--- src/rtl/ibi_pkg.sv ---
package ibi_pkg;

    localparam logic [6:0] JOIN_ADDR = 7'h02;
    localparam int ENTRY_W = 20;

    typedef enum logic [1:0] {
        KIND_JOIN  = 2'd0,
        KIND_ROLE  = 2'd1,
        KIND_TIRQ  = 2'd2,
        KIND_OTHER = 2'd3
    } ibi_kind_e;

    typedef enum logic [1:0] {
        ST_IDLE,
        ST_DECIDE,
        ST_SERVE,
        ST_COMMIT
    } ibi_state_e;

    typedef struct packed {
        logic       tag;
        logic       ovf;
        logic [7:0] cnt;
        logic       ack;
        logic [6:0] addr;
        ibi_kind_e  kind;
    } ibi_status_t;

endpackage

--- src/rtl/ibi_classify.sv ---
module ibi_classify
    import ibi_pkg::*;
#(
    parameter int NDEV = 4
) (
    input  logic [6:0]        addr,
    input  logic              rnw,
    input  logic [NDEV*7-1:0] dev_addr,
    input  logic [NDEV-1:0]   dev_en,
    input  logic              hj_ack_en,
    input  logic              crr_ack_en,
    output ibi_kind_e         kind,
    output logic              allowed
);
    logic [NDEV-1:0] hit;
    logic            known;

    for (genvar i = 0; i < NDEV; i++) begin : g_match
        assign hit[i] = dev_en[i] && (dev_addr[i*7 +: 7] == addr);
    end

    assign known = |hit;

    always_comb begin
        if (rnw)                    kind = KIND_TIRQ;
        else if (addr == JOIN_ADDR) kind = KIND_JOIN;
        else if (known)             kind = KIND_ROLE;
        else                        kind = KIND_OTHER;

        unique case (kind)
            KIND_JOIN: allowed = hj_ack_en;
            KIND_ROLE: allowed = crr_ack_en;
            KIND_TIRQ: allowed = known;
            default:   allowed = 1'b0;
        endcase
    end
endmodule

--- src/rtl/ibi_queue.sv ---
module ibi_queue #(
    parameter int DEPTH = 32,
    parameter int W     = 20,
    localparam int AW   = $clog2(DEPTH)
) (
    input  logic          clk,
    input  logic          rst_n,
    input  logic          wr_en,
    input  logic [AW-1:0] wr_off,
    input  logic [W-1:0]  wr_data,
    input  logic          commit_en,
    input  logic [AW:0]   commit_len,
    input  logic          rd_en,
    output logic [W-1:0]  rd_data,
    output logic          empty,
    output logic [AW:0]   free
);
    typedef struct packed {
        logic [AW:0] wptr;
        logic [AW:0] rptr;
    } qptr_t;

    qptr_t        p_q, p_d;
    logic [W-1:0] mem [DEPTH];
    logic [AW:0]  used;

    assign used    = p_q.wptr - p_q.rptr;
    assign free    = (AW+1)'(DEPTH) - used;
    assign empty   = (used == '0);
    assign rd_data = mem[p_q.rptr[AW-1:0]];

    always_comb begin
        p_d = p_q;
        if (commit_en)       p_d.wptr = p_q.wptr + commit_len;
        if (rd_en && !empty) p_d.rptr = p_q.rptr + (AW+1)'(1);
    end

    always_ff @(posedge clk or negedge rst_n) begin
        if (!rst_n) p_q <= '0;
        else        p_q <= p_d;
    end

    always_ff @(posedge clk) begin
        if (wr_en) mem[p_q.wptr[AW-1:0] + wr_off] <= wr_data;
    end
endmodule

--- src/rtl/ibi_handler.sv ---
module ibi_handler
    import ibi_pkg::*;
#(
    parameter int NDEV  = 4,
    parameter int DEPTH = 32,
    parameter int LW    = 4,
    localparam int AW   = $clog2(DEPTH)
) (
    input  logic              clk,
    input  logic              rst_n,
    input  logic              evt_valid,
    output logic              evt_ready,
    input  logic [6:0]        evt_addr,
    input  logic              evt_rnw,
    output logic              dec_valid,
    output logic              dec_ack,
    input  logic              pl_valid,
    input  logic [7:0]        pl_data,
    input  logic              svc_done,
    input  logic [NDEV*7-1:0] dev_addr,
    input  logic [NDEV-1:0]   dev_en,
    input  logic              hj_ack_en,
    input  logic              crr_ack_en,
    input  logic [LW-1:0]     max_bytes,
    input  logic [3:0]        irq_clr,
    output logic              irq,
    output logic [3:0]        irq_pend,
    input  logic              q_rd,
    output logic [19:0]       q_data,
    output logic              q_empty
);
    typedef struct packed {
        ibi_state_e st;
        ibi_kind_e  kind;
        logic [6:0] addr;
        logic       ack;
        logic       log;
        logic [7:0] cnt;
        logic       ovf;
        logic [3:0] pend;
    } hreg_t;

    hreg_t r_q, r_d;

    ibi_kind_e          cls_kind;
    logic               cls_allowed;
    logic [AW:0]        q_free;
    logic [AW:0]        need;
    logic               wr_en;
    logic [AW-1:0]      wr_off;
    logic [ENTRY_W-1:0] wr_data;
    logic               commit_en;
    logic [AW:0]        commit_len;
    logic [3:0]         set_vec;
    ibi_status_t        stat;

    logic               serving_w;
    logic               q_full_w;

    ibi_classify #(.NDEV(NDEV)) u_cls (
        .addr       (evt_addr),
        .rnw        (evt_rnw),
        .dev_addr   (dev_addr),
        .dev_en     (dev_en),
        .hj_ack_en  (hj_ack_en),
        .crr_ack_en (crr_ack_en),
        .kind       (cls_kind),
        .allowed    (cls_allowed)
    );

    ibi_queue #(.DEPTH(DEPTH), .W(ENTRY_W)) u_q (
        .clk        (clk),
        .rst_n      (rst_n),
        .wr_en      (wr_en),
        .wr_off     (wr_off),
        .wr_data    (wr_data),
        .commit_en  (commit_en),
        .commit_len (commit_len),
        .rd_en      (q_rd),
        .rd_data    (q_data),
        .empty      (q_empty),
        .free       (q_free)
    );

    assign need = (AW+1)'(1) + ((cls_kind == KIND_TIRQ) ? (AW+1)'(max_bytes) : '0);

    always_comb begin
        stat      = '{tag: 1'b1, ovf: r_q.ovf, cnt: r_q.cnt, ack: r_q.ack,
                      addr: r_q.addr, kind: r_q.kind};
        r_d       = r_q;
        set_vec   = '0;
        wr_en     = 1'b0;
        wr_off    = '0;
        wr_data   = '0;
        commit_en = 1'b0;
        commit_len = '0;
        evt_ready = 1'b0;
        dec_valid = 1'b0;

        unique case (r_q.st)
            ST_IDLE: begin
                evt_ready = 1'b1;
                if (evt_valid) begin
                    r_d.st     = ST_DECIDE;
                    r_d.kind   = cls_kind;
                    r_d.addr   = evt_addr;
                    r_d.ack    = cls_allowed && (q_free >= need);
                    r_d.log    = (q_free != '0);
                    r_d.cnt    = '0;
                    r_d.ovf    = 1'b0;
                    set_vec[cls_kind] = 1'b1;
                end
            end
            ST_DECIDE: begin
                dec_valid = 1'b1;
                r_d.st    = ST_SERVE;
            end
            ST_SERVE: begin
                if (pl_valid && r_q.ack && (r_q.kind == KIND_TIRQ)) begin
                    if (r_q.cnt < 8'(max_bytes)) begin
                        wr_en   = 1'b1;
                        wr_off  = AW'(r_q.cnt) + AW'(1);
                        wr_data = {12'h000, pl_data};
                        r_d.cnt = r_q.cnt + 8'd1;
                    end else begin
                        r_d.ovf = 1'b1;
                    end
                end
                if (svc_done) r_d.st = ST_COMMIT;
            end
            ST_COMMIT: begin
                if (r_q.log) begin
                    wr_en      = 1'b1;
                    wr_off     = '0;
                    wr_data    = stat;
                    commit_en  = 1'b1;
                    commit_len = (AW+1)'(r_q.cnt) + (AW+1)'(1);
                end
                r_d.st = ST_IDLE;
            end
            default: r_d.st = ST_IDLE;
        endcase

        r_d.pend = (r_q.pend & ~irq_clr) | set_vec;
    end

    always_ff @(posedge clk or negedge rst_n) begin
        if (!rst_n) r_q <= '{st: ST_IDLE, kind: KIND_JOIN, default: '0};
        else        r_q <= r_d;
    end

    assign dec_ack   = r_q.ack;
    assign irq_pend  = r_q.pend;
    assign irq       = |r_q.pend;
    assign serving_w = (r_q.st == ST_SERVE);
    assign q_full_w  = (q_free == '0);
endmodule

--- config.mk ---
export PLATFORM = sky130hd
export DESIGN_NAME = ibi_handler
export DESIGN_NICKNAME = d
export VERILOG_FILES = /design/src/rtl/ibi_pkg.sv /design/src/rtl/ibi_classify.sv /design/src/rtl/ibi_queue.sv /design/src/rtl/ibi_handler.sv
export SDC_FILE = /design/constraint.sdc
export NUM_CORES = 1
export LEC_CHECK = 0
export BUFFER_PORTS_ARGS = -buffer_cell sky130_fd_sc_hd__clkbuf_2
export CAP_MARGIN = 10
export CELL_PAD_IN_SITES_DETAIL_PLACEMENT = 1
export CELL_PAD_IN_SITES_GLOBAL_PLACEMENT = 1
export CORE_MARGIN = 1
export CORE_UTILIZATION = 25
export DETAILED_ROUTE_END_ITERATION = 7
export PLACE_DENSITY_LB_ADDON = 0.1
export SYNTH_ARGS = -nofsm -noshare
export SYNTH_HDL_FRONTEND = slang
export SYNTH_HIERARCHICAL = 1
export SYNTH_SLANG_ARGS = --single-unit
export TNS_END_PERCENT = 5
--- constraint.sdc ---
create_clock -name clk -period 4.5 [get_ports clk]
set_input_delay 0.675 -clock clk [delete_from_list [all_inputs] [get_ports clk]]
set_output_delay 0.675 -clock clk [all_outputs]
set_load 0.02 [all_outputs]
### Word-level counts from Yosys, hierarchy flattened

Memories as Yosys holds them, arrays and structs flattened.
Cells that the tools add are included.

* bits of input ports: 64
* memories kept: 1
* word-level logic and storage cells: 98
* register bits after elaboration: 38
* RAM bits: 640

* add/sub/neg operators: 9
* bitwise operators: 3
* order comparisons: 4
* muxes and demuxes: 34
* reduce and logical (&&, ||, !) cells: 21
* equal/unequal tests: 16

Memory list
* u_q.mem: words 32, bits a word 20, rd ports 1, clocked after Yosys merged registers in 0, wr ports 1, RTL line ibi_queue.sv:24 `logic [W-1:0] mem [DEPTH];`

Operators by type and width (count)
* $pmux 20 s2: 1
* $eq 7x7->1: 4
* $mux 8: 3
* $mux 22: 1
* $mux 20: 1
* $pmux 9 s2: 1
* $mux 5: 3
* $add 6x1->6 const B: 2
* $mux 4: 3
* $mux 6: 2
* $mux 1: 10
* $logic_and 1x1->1: 9
* $mux 9: 1
* $add 8x1->8 const B: 1
* $eq 2x2->1 const B: 4
* $lt 8x4->1: 1
* $mux 2: 4
* $pmux 2 s4: 1
* $reduce_and 4->1: 2
* $reduce_or 4->1: 2
* $eq 7x2->1 const B: 1
* $add 6x6->6: 1
* $ge 6x5->1: 1
* $logic_not 6->1: 1
* other kinds (21): 27

### Longest topological paths before layout

Gate-level depths: netlist of the first run.

* word-level depth: 13
* mapped depth: 17

### Hierarchy

Netlist of the first run, hierarchy kept.

Modules (own cells, without submodules)
* ibi_queue: area an instance 25862.3 µm², times used 1, sequential area each 19518.7 µm², cells each 1136
* ibi_handler: area an instance 1829.3 µm², times used 1, sequential area each 650.6 µm², cells each 192
* ibi_classify: area an instance 460.4 µm², times used 1, sequential area each 0.0 µm², cells each 57

### Worst setup path after synthesis of the first run

No wires, ideal clock.

* path type: input to register
* start: input port max_bytes[3]
* end: memory u_q.mem[0][0] (enable)
* stages: 12
* buffers on the path: 2
* arrival time: 4060 ps
* slack: 43 ps
* required time: 4103 ps
* library setup time: 397 ps
* cells stage by stage: inv_1 > ha_1 > a211o_2 > a211oi_2 > buf_6 > nand2_1 > nor2_1 > ha_1 > fa_1 > or3b_2 > buf_1 > nor2_1

RTL lines
* start: declaration: RTL line ibi_handler.sv:24 `input logic [LW-1:0] max_bytes,`
* $lt 8x4->1: RTL line ibi_handler.sv:120 `if (r_q.cnt < 8'(max_bytes)) begin`
* $mux 5: RTL line ibi_handler.sv:120
* $mux 5: RTL line ibi_handler.sv:119 `if (pl_valid && r_q.ack && (r_q.kind == KIND_TIRQ)) begin`
* $mux 5
* net wr_off[0]: RTL line ibi_handler.sv:50 `logic [AW-1:0] wr_off;`
* $add 5x5->5: RTL line ibi_queue.sv:44 `if (wr_en) mem[p_q.wptr[AW-1:0] + wr_off] <= wr_data;`
* end: declaration: RTL line ibi_queue.sv:24

The timed path passes the listed nets, and every way through them passes these cells.

### Worst setup path in the final report of the first run

* start: register u_q/p_q[0] (netlist bit)
* end: output port q_data[15]

* longest elaborated chain between the ends: 1

RTL lines
* start: declaration: RTL line ibi_queue.sv:23 `qptr_t p_q, p_d;`
* start signal: assignment: RTL line ibi_queue.sv:40 `else p_q <= p_d;`
* $mem_v2 32x20
* end: declaration: RTL line ibi_handler.sv:29 `output logic [19:0] q_data,`

No other way between the ends.

==> results of run 1 <==
-- area by class of cell --
type / count / area [um^2] / area share
clock buffer: 100 / 2080 / 0.0610
antenna: 3 / 7.51 / 0.000221
clock inverter: 41 / 427 / 0.0125
timing repair buffer: 214 / 1890 / 0.0555
tap: 1488 / 1860 / 0.0547
inverter: 45 / 169 / 0.00496
sequential: 678 / 20200 / 0.593
multi-input combinational: 594 / 7410 / 0.218
-- worst paths after layout --
check                                  end  slack (ps)
setup / recovery                q_data[15]         240
hold / removal                     r_q[23]         100
setup reg to reg           u_q/mem[10][15]         470
hold reg to reg                u_q/p_q[11]         490
max in group asynchronous       u_q/p_q[0]        3940
min in group clk               irq_pend[1]         220
-- registers in the layout (all words and copies together), names as in the netlist --
| register | flops |
|---|---|
| u_q/mem | 640 |
| r_q | 21 |
| u_q/p_q | 12 |
| irq_pend | 4 |
| dec_ack | 1 |
-- critical path, cell delays in order (launching register included) --
cell and delay, ps:
dfrtp_4 820, buf_12 300, buf_12 180, mux4_2 550, mux2i_1 450, mux4_2 350, inv_1 40, clkbuf_2 200
-- per-layer routing --
layer / vias to the layer above / track usage / routed length (um)
met3: 107 / 0.0297 / 3640
li1: 6118 / - / -
met4: 4 / 0.0408 / 1830
met1: 7618 / 0.209 / 38600
met2: 314 / 0.254 / 41700
met5: - / 0 / 31
-- per-stage QoR --
stage,utilization,worst slack (ps),area [um^2],instances
after floorplan,-,43.1,28200,1385
after global placement,0.284,108,31500,3019
after detailed placement,0.284,75.0,31500,3019
after CTS,0.306,118,34000,3160
after global routing,0.306,32.2,34000,3160
final,0.306,241,34000,3163
-- kinds of logic (layout without fill, tap and decap cells) --
group / after synthesis / count (layout) / share of synthesized area
DFF: 678 / 678 / 0.716
buffers and inverters: 113 / 400 / 0.0240
and+or+nand+nor: 163 / 163 / 0.0304
xor gates and xnor gates: 55 / 55 / 0.0171
AOI/OAI and AO/OA: 71 / 71 / 0.0192
muxes: 272 / 272 / 0.177
adders and majority gates: 33 / 33 / 0.0155
other: 0 / 3 / 0
-- Yosys cell counts, drive strengths merged, types with 8 or more instances --
master    n  area (um^2)
mux2     11          128
mux4    180         4050
nand4    14         87.6
mux2i    81          811
xnor2    44          385
and3     16          101
a21o      8         62.6
nand2    28          108
ha       30          375
edfxtp  640        19200
a22o      8         70.1
xor2     11         96.3
nand3     9         45.0
clkbuf   14         63.8
nor2     61          239
o21ai    15         78.8
a21oi    16         80.1
dfrtp    38          951
buf      54          443
inv      44          165
-- power by group through the flow --
stage	combinational (mW)	clock, mW	sequential (mW)
6_report	7.03	6.24	7.59
5_1_grt	7.66	6.69	7.63
4_1_cts	7.31	6.48	7.60
2_1_floorplan	4.58	0	7.47
3_5_place_dp	7.29	0	7.73
3_3_place_gp	7.26	0	7.73
==> metrics.md, run 1 <==
| Metric | Value |
|---|---|
| Run status | finished clean |
| Die area | 114000 um^2 |
| CP Max Fanout | 26 |
| Vias in the first global route | 15600 |
| Hold buffers post-CTS | 0 |
| Post-synth EDFFs | 640 |
| Syn_area_per_cell | 20.3 um^2 |
| ANT nets after route | 0 |
| Crit Path Class | flip-flop to primary output |
| Synth async-reset ratio | 0.0560 |
| RSZ-0062 raised after global routing | false |
| Final net count | 1710 |
| Initial core utilization | 0.253 |
| Cell internal pwr | 13.8 mW |
| Slew Limit Fails | 0 |
| Clk slew on worst S/H paths | 60 ps |
| Relative slew slack | 0.260 |
| Data arrival, critical path | 3580 ps |
| Sink Count | 678 |
| Sequential fraction of the synthesis area | 0.716 |
| Critical Path Start | u_q/p_q[0] |
| R2R Path Start | r_q[8] |
| Hold Fails Final Rpt | 0 |
| TritonCTS clock tree | done |
| Leakage | 11.3 nW |
| Setup Skew | 17.9 ps |
| Vias | 14200 |
| Setup violations, final | 0 |
| Reg power frac | 0.364 |
| Worst hold slack | 103 ps |
| Die Y | 338 um |
| Seq cells post-synth | 678 |
| Routability congestion estimate | 0.733 |
| Core Rows | 122 |
| Post-layout min period | 4260 ps |
| Sw Ratio | 0.337 |
| Synth Warn # | 6 |
| Clock Latency Late Sink | 650 ps |
| Post-synth top flop | edfxtp_1 |
| Buffers on Ports | 92 |
| P&R area growth vs syn | 20.9% |
| Initial antenna violation count | 6 |
| Setup TNS | 0 ps |
| Logic gate share of total power | 0.337 |
| Pre-antenna DRT Iters | 5 |
| Crit. End Element | primary output |
| Largest net degree at the start of global routing | 51 |
| Gate Count Post-Synth | 1385 |
| Gr ovfl total | 0 |
| Library cells used by synthesis | 72 |
| Min-Delay Path Class | input port to async pin |
| R2r worst-path depth | 14 |
| Ratio of cells with drive above 1 in the final layout | 0.352 |
| 1st-iter DRT viols | 963 |
| Area of the core | 111000 um^2 |
| Cell Pwr Density | 613 nW/um^2 |
| Num ports | 93 |
| Required time of the worst setup path | 3830 ps |
| Clock share of power | 0.299 |
| Measured slew at the worst slew-check pin | 1110 ps |
| Most frequent cells in the layout | edfxtp_1, mux4_2, clkbuf_2 |
| First-pass GRT wire length | 123000 um |
| Total Wirelength | 85800 um |
| Max rail drop VDD | 242 uV |
| Peak Freq | 235 MHz |
| Hpwl dp | 57000 um |
| Synthesized cell area | 28200 um^2 |
| H-tree levels | 3 |
| Vias per cell | 4.48 |
| Most common cell after layout, fill and taps aside | edfxtp_1 |
| Fillers | 11400 |
| Max cap viols | 0 |
| CTS Buffer Depth | 3 |
| Syn Nets | 1482 |
| Post_cts resized | 0 |
| Fin crit share | 0.946 |
| Total CTS buffers | 80 |
| Net Sw Power | 7.03 mW |
| DRC violations left | 0 |
| Crit start category | flip-flop |
| Routed len/inst | 27.1 um |
| Total track usage | 0.155 |
| Post-CTS setup buffers | 0 |
| Die span in x | 338 um |
| Overall power | 20.9 mW |
| Root Driver | clkbuf_16 |
Power figures use the tool's default switching activity.
==> inputs of run 2 (changes only) <==
--- a/config.mk
+++ b/config.mk
@@ -14,2 +14,3 @@
 export DETAILED_ROUTE_END_ITERATION = 7
+export MAX_ROUTING_LAYER = met4
 export PLACE_DENSITY_LB_ADDON = 0.1
--- a/constraint.sdc
+++ b/constraint.sdc
@@ -3,2 +3,2 @@
 set_output_delay 0.675 -clock clk [all_outputs]
-set_load 0.02 [all_outputs]
+set_load 0.1 [all_outputs]
==> run 2 against run 1 <==
  * Combinational power up 25%
  * Largest cell class unchanged
  * Routed wire length down 2.3%
  * Clock skew up 14 ps
==> metrics.md, run 2 (synthesized netlist as in run 1, its figures left out) <==
| Metric | Value |
|---|---|
| Most common cell after layout, fill and taps aside | edfxtp_1 |
| Setup violations, final | 0 (unchanged) |
| Setup Skew | 32.2 ps (+14.4 ps) |
| Run status | finished clean |
| TritonCTS clock tree | done |
| DRC violations left | 0 (unchanged) |
| Flop2flop setup slack | 530 ps (+60 ps) |
| Gr ovfl total | 0 (unchanged) |
| Stages on worst setup path | 8 (+1) |
| Hold Fails Final Rpt | 0 (unchanged) |
| P&R area growth vs syn | 22.1% |
| Peak Freq | 234 MHz (-0.54%) |
| Leakage | 11.5 nW (+1.3%) |
| Relative slew slack | 0.278 (+0.0181) |
| Final net count | 1718 (+0.47%) |
| Clk slew on worst S/H paths | 60 ps (about the same) |
| 1st-iter DRT viols | 1052 (+9.2%) |
| Slowest-stage cell, CP | dfrtp_4 |
| Total CTS buffers | 80 (unchanged) |
| Fin crit share | 0.952 (+0.00515) |
| Largest net degree at the start of global routing | 51 (unchanged) |
| Final instance area | 34400 um^2 (+1.1%) |
| Cell area after placement | 31700 um^2 (+0.71%) |
| ANT nets after route | 0 (unchanged) |
| Post-layout min period | 4280 ps (+23.2 ps) |
| Pre-antenna DRT Iters | 4 (-1) |
| Data arrival, critical path | 3610 ps (+30 ps) |
| Required time of the worst setup path | 3830 ps (about the same) |
| WP buf/inv | 1 (-3) |
| CP Max Fanout | 15 (-42%) |
| First-pass GRT wire length | 119000 um (-2.6%) |
| Vias per cell | 4.42 (-1.3%) |
| Num ports | 93 (unchanged) |
| Measured slew at the worst slew-check pin | 1080 ps (-27.1 ps) |
| Ratio of cells with drive above 1 in the final layout | 0.355 (+0.00381) |
| Routed len/inst | 26.4 um (-2.7%) |
| Root Driver | clkbuf_16 |
| Clock Latency Late Sink | 650 ps (about the same) |
| Total Wirelength | 83800 um (-2.3%) |
| Initial antenna violation count | 4 (-2) |
| Fillers | 11300 (-0.28%) |
| Core Rows | 122 (unchanged) |
| Sequential cell area | 20200 um^2 (unchanged) |
| Area of the core | 111000 um^2 (unchanged) |
| CP delay by family, top | simple AND/OR/NAND/NOR gates |
| Die span in x | 338 um (unchanged) |
| Crit start category | flip-flop |
| Buffers on Ports | 92 (unchanged) |
| Initial core utilization | 0.253 (unchanged) |
| Multi-input logic area | 7410 um^2 (about the same) |
| CP Cell Sequence | ha_1, fa_1, nand2b_1, a21oi_1, xor2_1, or3_1, nor2_1, buf_12 |
| RSZ-0062 raised after global routing | false |
| Total track usage | 0.154 (-0.000253) |
| Cell Pwr Density | 665 nW/um^2 (+8.5%) |
| Slew Limit Fails | 0 (unchanged) |
| Vias in the first global route | 15300 (-2.0%) |
| CTS Buffer Depth | 3 (unchanged) |
| CP peak stage delay | 700 ps (-120 ps) |
| Max cap viols | 0 (unchanged) |
| Sink Count | 678 (unchanged) |
| Routability congestion estimate | 0.739 (+0.80%) |
| Hpwl dp | 55600 um (-2.5%) |
| Worst hold slack | 112 ps (+9.06 ps) |
| R2r worst-path depth | 15 (+1) |
| Setup TNS | 0 ps (unchanged) |
| Crit. End Element | primary output |
| Die Y | 338 um (unchanged) |
| Max reg flops | 640 (unchanged) |
| Max rail drop VDD | 627 uV (+160%) |
| Die area | 114000 um^2 (unchanged) |
| Critical Path Start | u_q/p_q[0] |
| Vias | 14000 (-0.93%) |
| H-tree levels | 3 (unchanged) |
| Min-Delay Path Class | input port to async pin |
| R2R Path Start | r_q[24] |
| Crit Path Class | flip-flop to primary output |
| Most frequent cells in the layout | edfxtp_1, mux4_2, buf_4 |
-- run 2: cell types whose count changed in the layout (fill, tap and decap cells not counted), moves of 2 or more --
| cell | change |
|---|---|
| clkinv_1 | +2 |
| clkinv_2 | -5 |
| clkbuf_16 | +2 |
| clkbuf_8 | +2 |
| clkinv_16 | -2 |
| buf_4 | +16 |
| clkbuf_2 | -19 |
| clkinv_8 | +2 |
| buf_12 | +11 |
| clkinvlp_4 | +3 |
| bufinv_16 | +3 |
-- run 2: repair_timing --
action / 4_1_cts / 5_1_grt
resized for setup: 0 / 0
buffers inserted: 0 / 1
setup endpoints to repair: 0 / 1
hold buffers: 0 / 0
-- run 2: power breakdown --
| part | total (mW) | internal (mW) | leakage, nW | switching [mW] |
|---|---|---|---|---|
| sequential | 7.56 | 7.25 | 6.20 | 0.311 |
| clock | 6.50 | 3.85 | 1.25 | 2.65 |
| combinational | 8.81 | 3.40 | 4.03 | 5.42 |
| total | 22.9 | 14.5 | 11.5 | 8.38 |
-- run 2: final cells by class --
class	count	area share
Timing Repair Buffer	222	0.0621
Antenna cell	2	0.000146
Multi-Input combinational cell	594	0.215
Sequential cell	678	0.587
Tap cell	1488	0.0541
Clock buffer	103	0.0625
Inverter	45	0.00491
Clock inverter	43	0.0138
-- run 2: metal layers --
metal  GRT usage  vias up  share of wire  wire length, um
li1            -     6132              -                -
met1       0.205     7537           0.46            38500
met2       0.247      275           0.49            41000
met3      0.0236       86          0.037             3070
met4      0.0362        0          0.015             1220
met5           -        -              0                0
-- run 2: final timing paths --
kind	to
max	q_empty
min	r_q[22]
max reg2reg	u_q/mem[27][8]
min reg2reg	u_q/p_q[11]
max in group asynchronous	u_q/p_q[2]
min in group clk	irq_pend[1]
-- run 2: metrics by stage --
stage                     cells   util  power [mW]  setup WS (ps)
final                      3175  0.309        22.9            218
after global routing       3175  0.309        23.9           41.4
after CTS                  3172  0.309        23.3           3.62
after detailed placement   3026  0.286        16.7            121
after global placement     3026  0.286        16.7            103
after floorplan            1385      -        13.4           42.8
